`src/rtl/tdc_pkg.sv`:
```
`timescale 1ns/1ps
package tdc_pkg;
    localparam int NUM_PCH  = 16;
    localparam int DATA_PCH = NUM_PCH - 1;
    localparam int CH_W     = 4;

    typedef enum logic [1:0] {
        CMD_RD   = 2'd0,
        CMD_WR   = 2'd1,
        CMD_FILL = 2'd2,
        CMD_RSVD = 2'd3
    } cmd_e;

    typedef enum logic [1:0] {
        RES_HIT   = 2'd0,
        RES_CLEAN = 2'd1,
        RES_DIRTY = 2'd2,
        RES_INVAL = 2'd3
    } res_e;
endpackage

```
`src/rtl/tdc_chan_map.sv`:
```
`timescale 1ns/1ps
module tdc_chan_map
    import tdc_pkg::*;
#(
    parameter int SET_W = 6,
    parameter int ROW_W = 3
) (
    input  logic [SET_W-1:0] set_i,
    output logic [CH_W-1:0]  ch_o,
    output logic [ROW_W-1:0] row_o
);
    always_comb begin
        ch_o  = CH_W'(32'(set_i) % DATA_PCH);
        row_o = ROW_W'(32'(set_i) / DATA_PCH);
    end
endmodule

```
`src/rtl/tdc_tag_chan.sv`:
```
`timescale 1ns/1ps
module tdc_tag_chan #(
    parameter int SET_W = 6,
    parameter int TAG_W = 4
) (
    input  logic             clk,
    input  logic             rst_n,
    input  logic             rd_en,
    input  logic [SET_W-1:0] rd_set,
    input  logic             wr_en,
    input  logic [SET_W-1:0] wr_set,
    input  logic [TAG_W-1:0] wr_tag,
    input  logic             wr_dirty,
    output logic             rd_fire,
    output logic             rd_valid,
    output logic             rd_dirty,
    output logic [TAG_W-1:0] rd_tag
);
    localparam int SETS = 1 << SET_W;

    logic [TAG_W-1:0] tag_mem [SETS];
    logic [SETS-1:0]  vld_q;
    logic [SETS-1:0]  drt_q;

    assign rd_fire = rd_en;

    always_ff @(posedge clk) begin
        if (wr_en) tag_mem[wr_set] <= wr_tag;
        if (rd_en) rd_tag <= tag_mem[rd_set];
    end

    always_ff @(posedge clk) begin
        if (!rst_n) begin
            vld_q    <= '0;
            drt_q    <= '0;
            rd_valid <= 1'b0;
            rd_dirty <= 1'b0;
        end else begin
            if (wr_en) begin
                vld_q[wr_set] <= 1'b1;
                drt_q[wr_set] <= wr_dirty;
            end
            if (rd_en) begin
                rd_valid <= vld_q[rd_set];
                rd_dirty <= drt_q[rd_set];
            end
        end
    end
endmodule

```
`src/rtl/tdc_data_chan.sv`:
```
`timescale 1ns/1ps
module tdc_data_chan
    import tdc_pkg::*;
#(
    parameter int DATA_W = 32,
    parameter int ROWS   = 5,
    parameter int ROW_W  = 3
) (
    input  logic              clk,
    input  logic              rst_n,
    input  logic              rd_en,
    input  logic [CH_W-1:0]   rd_ch,
    input  logic [ROW_W-1:0]  rd_row,
    input  logic              wr_en,
    input  logic [CH_W-1:0]   wr_ch,
    input  logic [ROW_W-1:0]  wr_row,
    input  logic [DATA_W-1:0] wr_data,
    output logic              rd_fire,
    output logic [DATA_W-1:0] rd_data
);
    logic [DATA_W-1:0] ch_rd [DATA_PCH];
    logic [CH_W-1:0]   sel_q;

    assign rd_fire = rd_en;

    for (genvar g = 0; g < DATA_PCH; g++) begin : g_pch
        logic [DATA_W-1:0] mem [ROWS];
        always_ff @(posedge clk) begin
            if (wr_en && wr_ch == CH_W'(g)) mem[wr_row] <= wr_data;
            if (rd_en && rd_ch == CH_W'(g)) ch_rd[g] <= mem[rd_row];
        end
    end

    always_ff @(posedge clk) begin
        if (!rst_n)     sel_q <= '0;
        else if (rd_en) sel_q <= rd_ch;
    end

    always_comb begin
        rd_data = '0;
        for (int k = 0; k < DATA_PCH; k++)
            if (sel_q == CH_W'(k)) rd_data = ch_rd[k];
    end

    AST_RD_CH_RANGE: assert property (@(posedge clk) disable iff (!rst_n)
        rd_en |-> (32'(rd_ch) < DATA_PCH)) else $error("data channel out of range");
endmodule

```
`src/rtl/tdc_cache_mgr.sv`:
```
`timescale 1ns/1ps
module tdc_cache_mgr
    import tdc_pkg::*;
#(
    parameter int ADDR_W = 10,
    parameter int SET_W  = 6,
    parameter int DATA_W = 32,
    localparam int TAG_W = ADDR_W - SET_W,
    localparam int SETS  = 1 << SET_W,
    localparam int ROWS  = (SETS + DATA_PCH - 1) / DATA_PCH,
    localparam int ROW_W = (ROWS > 1) ? $clog2(ROWS) : 1
) (
    input  logic              clk,
    input  logic              rst_n,
    input  logic              req_valid,
    input  logic [1:0]        req_cmd,
    input  logic [ADDR_W-1:0] req_addr,
    input  logic [DATA_W-1:0] req_wdata,
    output logic              tag_launch,
    output logic              data_launch,
    output logic [3:0]        data_ch,
    output logic [ROW_W-1:0]  data_row,
    output logic              rsp_valid,
    output logic [1:0]        rsp_result,
    output logic [DATA_W-1:0] rsp_rdata
);
    typedef struct packed {
        logic              v;
        logic [SET_W-1:0]  set;
        logic [TAG_W-1:0]  tag;
        logic              dirty;
        logic [DATA_W-1:0] data;
    } line_t;

    typedef struct packed {
        logic              s1_v;
        logic [1:0]        s1_cmd;
        logic [SET_W-1:0]  s1_set;
        logic [TAG_W-1:0]  s1_tag;
        logic [DATA_W-1:0] s1_wdata;
        line_t             wb;
        line_t             cm;
        logic              rsp_v;
        logic [1:0]        rsp_res;
        logic [DATA_W-1:0] rsp_data;
    } st_t;

    st_t st_d, st_q;

    logic [SET_W-1:0]  req_set;
    logic [TAG_W-1:0]  req_tag;
    logic [CH_W-1:0]   wb_ch;
    logic [ROW_W-1:0]  wb_row;
    logic              t_valid, t_dirty;
    logic [TAG_W-1:0]  t_tag;
    logic [DATA_W-1:0] d_data;

    assign req_set = req_addr[SET_W-1:0];
    assign req_tag = req_addr[ADDR_W-1:SET_W];

    tdc_chan_map #(.SET_W(SET_W), .ROW_W(ROW_W)) u_req_map (
        .set_i(req_set), .ch_o(data_ch), .row_o(data_row)
    );

    tdc_chan_map #(.SET_W(SET_W), .ROW_W(ROW_W)) u_wb_map (
        .set_i(st_q.wb.set), .ch_o(wb_ch), .row_o(wb_row)
    );

    tdc_tag_chan #(.SET_W(SET_W), .TAG_W(TAG_W)) u_tag (
        .clk(clk), .rst_n(rst_n),
        .rd_en(req_valid), .rd_set(req_set),
        .wr_en(st_q.wb.v), .wr_set(st_q.wb.set), .wr_tag(st_q.wb.tag),
        .wr_dirty(st_q.wb.dirty),
        .rd_fire(tag_launch), .rd_valid(t_valid), .rd_dirty(t_dirty), .rd_tag(t_tag)
    );

    tdc_data_chan #(.DATA_W(DATA_W), .ROWS(ROWS), .ROW_W(ROW_W)) u_data (
        .clk(clk), .rst_n(rst_n),
        .rd_en(req_valid), .rd_ch(data_ch), .rd_row(data_row),
        .wr_en(st_q.wb.v), .wr_ch(wb_ch), .wr_row(wb_row), .wr_data(st_q.wb.data),
        .rd_fire(data_launch), .rd_data(d_data)
    );

    always_comb begin
        logic              e_v, e_dirty, hit;
        logic [TAG_W-1:0]  e_tag;
        logic [DATA_W-1:0] e_data;
        logic [1:0]        res;

        st_d = st_q;

        // line state as seen by the request now in the compare stage
        e_v = t_valid; e_dirty = t_dirty; e_tag = t_tag; e_data = d_data;
        if (st_q.cm.v && st_q.cm.set == st_q.s1_set) begin
            e_v = 1'b1; e_dirty = st_q.cm.dirty; e_tag = st_q.cm.tag; e_data = st_q.cm.data;
        end
        if (st_q.wb.v && st_q.wb.set == st_q.s1_set) begin
            e_v = 1'b1; e_dirty = st_q.wb.dirty; e_tag = st_q.wb.tag; e_data = st_q.wb.data;
        end

        hit = e_v && (e_tag == st_q.s1_tag);
        if (!e_v)         res = RES_INVAL;
        else if (hit)     res = RES_HIT;
        else if (e_dirty) res = RES_DIRTY;
        else              res = RES_CLEAN;

        st_d.cm       = st_q.wb;
        st_d.wb       = '0;
        st_d.rsp_v    = st_q.s1_v;
        st_d.rsp_res  = st_q.s1_v ? res : 2'd0;
        st_d.rsp_data = '0;

        if (st_q.s1_v) begin
            case (cmd_e'(st_q.s1_cmd))
                CMD_WR: begin
                    if (res != RES_DIRTY)
                        st_d.wb = '{v: 1'b1, set: st_q.s1_set, tag: st_q.s1_tag,
                                    dirty: 1'b1, data: st_q.s1_wdata};
                end
                CMD_FILL: begin
                    st_d.wb = '{v: 1'b1, set: st_q.s1_set, tag: st_q.s1_tag,
                                dirty: 1'b0, data: st_q.s1_wdata};
                end
                default: begin
                    if (hit) st_d.rsp_data = e_data;
                end
            endcase
        end

        st_d.s1_v     = req_valid;
        st_d.s1_cmd   = req_cmd;
        st_d.s1_set   = req_set;
        st_d.s1_tag   = req_tag;
        st_d.s1_wdata = req_wdata;
    end

    always_ff @(posedge clk) begin
        if (!rst_n) st_q <= '0;
        else        st_q <= st_d;
    end

    assign rsp_valid  = st_q.rsp_v;
    assign rsp_result = st_q.rsp_res;
    assign rsp_rdata  = st_q.rsp_data;

    AST_LAUNCH_PAIRED: assert property (@(posedge clk) disable iff (!rst_n)
        tag_launch == data_launch) else $error("tag and data launch split");
    AST_RSP_TWO_CYCLES: assert property (@(posedge clk) disable iff (!rst_n)
        req_valid |=> ##1 rsp_valid) else $error("missing response");
    AST_NO_SPURIOUS_RSP: assert property (@(posedge clk) disable iff (!rst_n)
        !req_valid |=> ##1 !rsp_valid) else $error("response without request");
    AST_MISS_ZERO_DATA: assert property (@(posedge clk) disable iff (!rst_n)
        (rsp_valid && rsp_result != 2'd0) |-> rsp_rdata == '0) else $error("miss data leaked");
endmodule

```
`config.mk`:
```
export PLATFORM = sky130hd
export DESIGN_NAME = tdc_cache_mgr
export DESIGN_NICKNAME = d
export VERILOG_FILES = /design/src/rtl/tdc_pkg.sv /design/src/rtl/tdc_chan_map.sv /design/src/rtl/tdc_tag_chan.sv /design/src/rtl/tdc_data_chan.sv /design/src/rtl/tdc_cache_mgr.sv
export SDC_FILE = /design/constraint.sdc
export NUM_CORES = 2
export LEC_CHECK = 0
export BUFFER_PORTS_ARGS = -buffer_cell sky130_fd_sc_hd__buf_2
export CORE_MARGIN = 5
export CORE_UTILIZATION = 37
export DETAILED_ROUTE_END_ITERATION = 16
export SYNTH_ARGS = -nofsm -noshare
export SYNTH_HDL_FRONTEND = slang
export SYNTH_SLANG_ARGS = --single-unit
```
`constraint.sdc`:
```
create_clock -name clk -period 6 [get_ports clk]
set_input_delay 1.2 -clock clk [delete_from_list [all_inputs] [get_ports clk]]
set_output_delay 1.2 -clock clk [all_outputs]
set_load 0.01 [all_outputs]
```
Yosys cells after proc, flatten, opt, wreduce, memory -nomap -nowiden:

Memory sizes are Yosys's and may differ from the RTL's. A register that Yosys moved wholly into a read port is not among the register bits.
Index checks and enable logic that the tools add are counted.

* bitwise operators: 4
* reductions and logical operators: 53
* multiplexer cells: 139
* magnitude comparators: 3
* div/mod/pow operators: 4
* equal/unequal tests: 48

Operator list (count)
* $mux 32: 31
* $reduce_or 32->1: 14
* $pmux 44 s2: 1
* $eq 4x4->1 const B: 21
* $mux 1: 83
* $bwmux 64: 1
* $div 6x4->32 const B: 2
* $mod 6x4->32 const B: 2
* $mux 4: 16
* $or 64x64->64: 1
* $eq 4x3->1 const B: 12
* $mux 44: 1
* $logic_and 1x1->1: 34
* $eq 4x2->1 const B: 6
* $lt 6x7->1 const B: 2
* $bmux 1 s6: 2
* $eq 4x1->1 const B: 3
* $eq 6x6->1: 2
* $logic_not 4->1: 3
* $demux 1 s6: 1
* $ge 6x1->1 const B: 1
* $mux 2: 3
* $reduce_or 5->1: 1
* $eq 4x4->1: 1
* 5 further kinds: 7

* register bits: 302
* memories: 17
* output and inout bits: 44
* RAM bits: 3136
* word-level logic and storage cells: 291

Memories
* u_data.ch_rd: depth 15, width 32, rd ports 15, clocked after memory_dff 0, write ports 1, line tdc_data_chan.sv:21 `logic [DATA_W-1:0] ch_rd [DATA_PCH];`
* u_tag.tag_mem: depth 64, width 4, rd ports 1, clocked after memory_dff 1, write ports 1, line tdc_tag_chan.sv:21 `logic [TAG_W-1:0] tag_mem [SETS];`
* u_data.g_pch[0].mem: depth 5, width 32, rd ports 1, clocked after memory_dff 0, write ports 1, line tdc_data_chan.sv:27 `logic [DATA_W-1:0] mem [ROWS];`
* u_data.g_pch[10].mem: depth 5, width 32, rd ports 1, clocked after memory_dff 0, write ports 1, line tdc_data_chan.sv:27
* u_data.g_pch[11].mem: depth 5, width 32, rd ports 1, clocked after memory_dff 0, write ports 1, line tdc_data_chan.sv:27
* u_data.g_pch[12].mem: depth 5, width 32, rd ports 1, clocked after memory_dff 0, write ports 1, line tdc_data_chan.sv:27
* 11 more memories

Logic depth before layout (Yosys ltp):

* word-level depth: 20
* mapped depth: 19

Hierarchy:

From an unflattened synthesis, not the netlist that was laid out.

* cells, all modules: 6507
* area, all modules: 131257.1 µm²

By module, submodules not included
* tdc_data_chan: cells an instance 4882, times used 1, area each 108940.7 µm²
* tdc_tag_chan: cells an instance 992, times used 1, area each 15588.7 µm²
* tdc_cache_mgr: cells an instance 525, times used 1, area each 5849.4 µm²
* tdc_chan_map: cells an instance 54, times used 2, area each 439.2 µm²

Worst setup path before layout:

Ideal clock, no wire load.

* path type: flip-flop to flip-flop
* from: register st_q, in the netlist st_d[77]
* to: memory u_data.g_pch[13].mem[0][0], enable pin
* required time: 5.499 ns
* buffers on the path: 1
* stages on the path, launching flop included: 13
* arrival time: 5.868 ns
* setup slack: -0.370 ns
* library setup time: 0.501 ns
* path through: dfxtp_1 buf_2 nand3_1 and2_1 ha_1 nand4_1 o311ai_4 xor2_1 ha_1 nor2_1 or4b_2 o311a_1 nor4_1

* longest elaborated chain between the ends: 5
* elaborated cells on any way between the ends: 6

Ends and longest elaborated chain
* from (decl): line tdc_cache_mgr.sv:48 `st_t st_d, st_q;`
* from (signal assigned): line tdc_cache_mgr.sv:139 `else st_q <= st_d;`
* $mod 6x4->32: line tdc_chan_map.sv:13 `ch_o = CH_W'(32'(set_i) % DATA_PCH);`
* $eq 4x4->1: line tdc_data_chan.sv:29 `if (wr_en && wr_ch == CH_W'(g)) mem[wr_row] <= wr_data;`
* $logic_and 1x1->1: line tdc_data_chan.sv:29
* $mux 1: line tdc_data_chan.sv:29
* $mux 1 (not written as such): line tdc_data_chan.sv:29
* to (decl): line tdc_data_chan.sv:27

Several ways; a longest one is shown, not always the timed one.

Final worst setup path:

* from: input req_addr[3]
* to: output data_ch[3]

* longest elaborated chain between the ends: 1

Ends and longest elaborated chain
* from (decl): line tdc_cache_mgr.sv:17 `input logic [ADDR_W-1:0] req_addr,`
* $mod 6x4->32: line tdc_chan_map.sv:13
* to (decl): line tdc_cache_mgr.sv:21 `output logic [3:0] data_ch,`

No other way between the ends.

==> results.ini <==
[placement]
portBuffers=90
gp_routability_congestion=0.896
hpwl_um=215000

[outcome]
status=completed

[worst_setup_path]
critPathCaptureType=primary output
cp_max_fo=9
reg2reg_from=st_d[77]$_SDFF_PN0_
cp.arrival_ps=4460
cp-startpoint=req_addr[3]
crit_end=data_ch[3]
reg2reg_depth=14
r2r_end=u_data.g_pch[14].mem[3][25]$_DFFE_PP_
criticalPathCategory=in -> out
start_kind=primary input
cp_data_required_time_ps=4800
rrSetupSlack_ps=610

[sta]
rsz0062_at_grt=false
hold_viol_final=0
worstMarginPinSlew_ps=1410
whs_ps=420
fmax_mhz=177
fin_skew_ps=54.9
setup_viol=0
slew_violations=0
period_needed_ps=5660
relSlewSlack_pct=6.19
period_share_pct=94.4

[clock_network]
cts.sinks=3442
cts.path.max_buffers=4
clock_latency_ps=890
cts_resized=0
h-tree-depth=5
path_clk_slew_ps=60
cts_buffers=346
postCtsSetupRepairBufs=0
clock-root-buffer=clkbuf_16
cts_hold_buf=0
cts_tree=yes

[drt]
avgRoutedWirePerCell_um=26.6
drt_wl_total_um=385000
first_pass_iters=8
vias=79400
drt_iter0_drc=10100
viasPerCell=5.49
drcViolationCount=0
final_antenna_net_count=0

[global_routing]
grt_pass1_vias=76300
grt_overflow=0
antenna_found_initial=32
grt_pass1_wl_um=546000
grt_start_max_net_pins=173
grt_use_total_pct=20.3

[synthesis]
synthArstFlopShare_pct=0
ys_seq_area_share_pct=76.7
synth_area_leaders=edfxtp_1 (72%), nand2_1 (6.0%), dfxtp_1 (4.6%)
synth.avg_cell_area_um2=14.5
synth_edf_count=3140
yosys_warnings=0
ys.flop_type=edfxtp_1
synth_cells=9006
yosys.area.top_type=edfxtp_1
synth_cell_types=82
syn_area_mm2=0.131
synth_seq_cells=3442
synth_top_area_share_pct=72.1

[power_and_ir_drop]
p_int_mw=38.8
pwr-share-comb_pct=4.5
power_frac_seq_pct=52.6
netSwitchingFraction_pct=22.1
finalPower_mw=49.8
vdd.ir_drop.worst_v=0.000267
power.density_mw_per_mm2=331
leakage_nw=56.1
switchingPower_mw=11.0
power_frac_clock_pct=42.9

[final_layout]
nFillCells=31500
syn_to_final_growth_pct=14.8
nets=9491
drive_gt1_share_pct=11.7

[die]
pin_count=91
design.die.area_mm2=0.366
coreArea_mm2=0.352
die_height_um=605
initial_core_util_pct=37.1
rows=218
die_w_um=605

[run]
drv_cap=0

[hold_path]
min_path_type=reg -> reg

-- sequential cells by signal (all words and copies together), names as in the netlist, 2 cells and up --
name and flops:
u_tag.rd_tag 4, u_tag.tag_mem 256, st_q 88, st_d 45, u_data.ch_rd 480, u_data.g_pch.mem 2400, u_data.sel_q 4, rsp_rdata 32
u_tag.drt_q 64, rsp_result 2, u_tag.vld_q 64
-- logic make-up (layout without fill, tap and decap cells) --
kind of cell / count (synthesis) / after routing / share of synthesized area [%]
compound gates: 2103 / 2103 / 10.3
xor+xnor: 20 / 20 / 0.134
fa+ha+maj: 8 / 8 / 0.0765
buf+inv: 627 / 986 / 1.97
flops: 3442 / 3442 / 76.7
mux: 187 / 187 / 2.78
other cells: 1 / 363 / 0.00287
simple gates: 2618 / 2618 / 8.09
-- how the worst min path moves through the flow --
stage	startpoint	end	slack, ps	depth (start not counted)
global placement	st_q[151]$_SDFF_PN0_	st_d[63]$_SDFF_PN0_	420	1
finish	st_q[134]$_SDFF_PN0_	st_d[46]$_SDFF_PN0_	420	1
detailed placement	st_q[136]$_SDFF_PN0_	st_d[48]$_SDFF_PN0_	410	1
floorplan	st_q[123]$_SDFF_PN0_	st_d[35]$_SDFF_PN0_	410	1
CTS	st_q[136]$_SDFF_PN0_	st_d[48]$_SDFF_PN0_	430	1
global route	st_q[136]$_SDFF_PN0_	st_d[48]$_SDFF_PN0_	440	1
-- routing by layer --
layer  routed length (um)  share of wire [%]  GRT usage [%]
met1               152000                 40           27.6
met2               182000                 47           32.8
met3                33400                8.7           3.27
met4                17400                4.5           8.05
met5                   92              0.024              0
-- critical path: stages --
cell and delay (ps):
buf_2 240, nand3_1 120, nand2_1 130, inv_1 60
ha_1 230, a31oi_1 310, o21a_1 220, a21oi_1 70
xor2_1 180, ha_1 270, a31oi_4 390, buf_4 280
nor2_1 70, o22a_1 240, inv_1 230, buf_2 200
-- power groups by stage --
| stage | Combinational (mW) | Sequential [mW] | Clock [mW] |
|---|---|---|---|
| floorplan | 1.15 | 26.6 | 0 |
| global placement | 2.18 | 26.7 | 0 |
| CTS | 2.20 | 26.2 | 21.7 |
| global route | 2.31 | 26.2 | 22.7 |
| detailed placement | 2.20 | 26.7 | 0 |
| finish | 2.23 | 26.2 | 21.4 |
-- layout by cell type (no fill, tap or decap), drive strengths merged, types with 9 or more instances in the layout --
| cell type | count |
|---|---|
| dfxtp | 302 |
| a31oi | 15 |
| o21ai | 155 |
| a32oi | 9 |
| edfxtp | 3140 |
| o221ai | 24 |
| clkinv | 131 |
| a22oi | 22 |
| nand2b | 15 |
| mux2i | 33 |
| diode | 11 |
| a222oi | 9 |
| a211o | 484 |
| o22ai | 36 |
| mux4 | 140 |
| a21oi | 1081 |
| nand3 | 47 |
| a211oi | 23 |
| a21boi | 66 |
| o21a | 81 |
| o211ai | 17 |
| nor2 | 233 |
| mux2 | 14 |
| xnor2 | 15 |
| nor3 | 25 |
| and2 | 133 |
| buf | 335 |
| conb | 352 |
| nand2 | 2088 |
| a311oi | 12 |
| nor2b | 17 |
| a2bb2oi | 11 |
| bufinv | 28 |
| clkinvlp | 10 |
| clkbuf | 450 |
| and3 | 10 |
| inv | 32 |
-- cells in the mapped netlist, types with 21 or more instances --
master	instances
edfxtp_1	3140
nand2_1	2088
a21oi_1	1081
a211o_1	484
clkbuf_1	430
dfxtp_1	302
nor2_1	233
o21ai_0	147
mux4_2	140
and2_1	133
buf_1	83
o21a_1	81
a21boi_0	65
buf_2	52
nand3_1	47
buf_4	36
o22ai_1	36
mux2i_1	33
o221ai_1	24
nor3_1	23
a22oi_1	22
inv_1	21
-- final cells by class --
cell class / instances / area [um^2] / area share (%)
Timing Repair Buffer: 335 / 2640 / 1.76
Sequential cell: 3442 / 100000 / 66.9
Clock inverter: 178 / 1670 / 1.11
Tap cell: 4730 / 5920 / 3.94
Antenna cell: 11 / 27.5 / 0.0183
Multi-Input combinational cell: 5288 / 30000 / 19.9
Clock buffer: 450 / 9450 / 6.29
Inverter: 23 / 101 / 0.0674
-- per-stage QoR --
stage	worst slack, ps	setup TNS, ps	cell area [um^2]	std cells	utilization, %
global route	181	0	150000	14400	42.6
floorplan	-173	-11050	132000	9357	-
finish	337	0	150000	14500	42.6
global placement	340	0	139000	13800	39.5
CTS	273	0	150000	14400	42.6
detailed placement	301	0	139000	13800	39.5
Power figures use the tool's default switching activity.
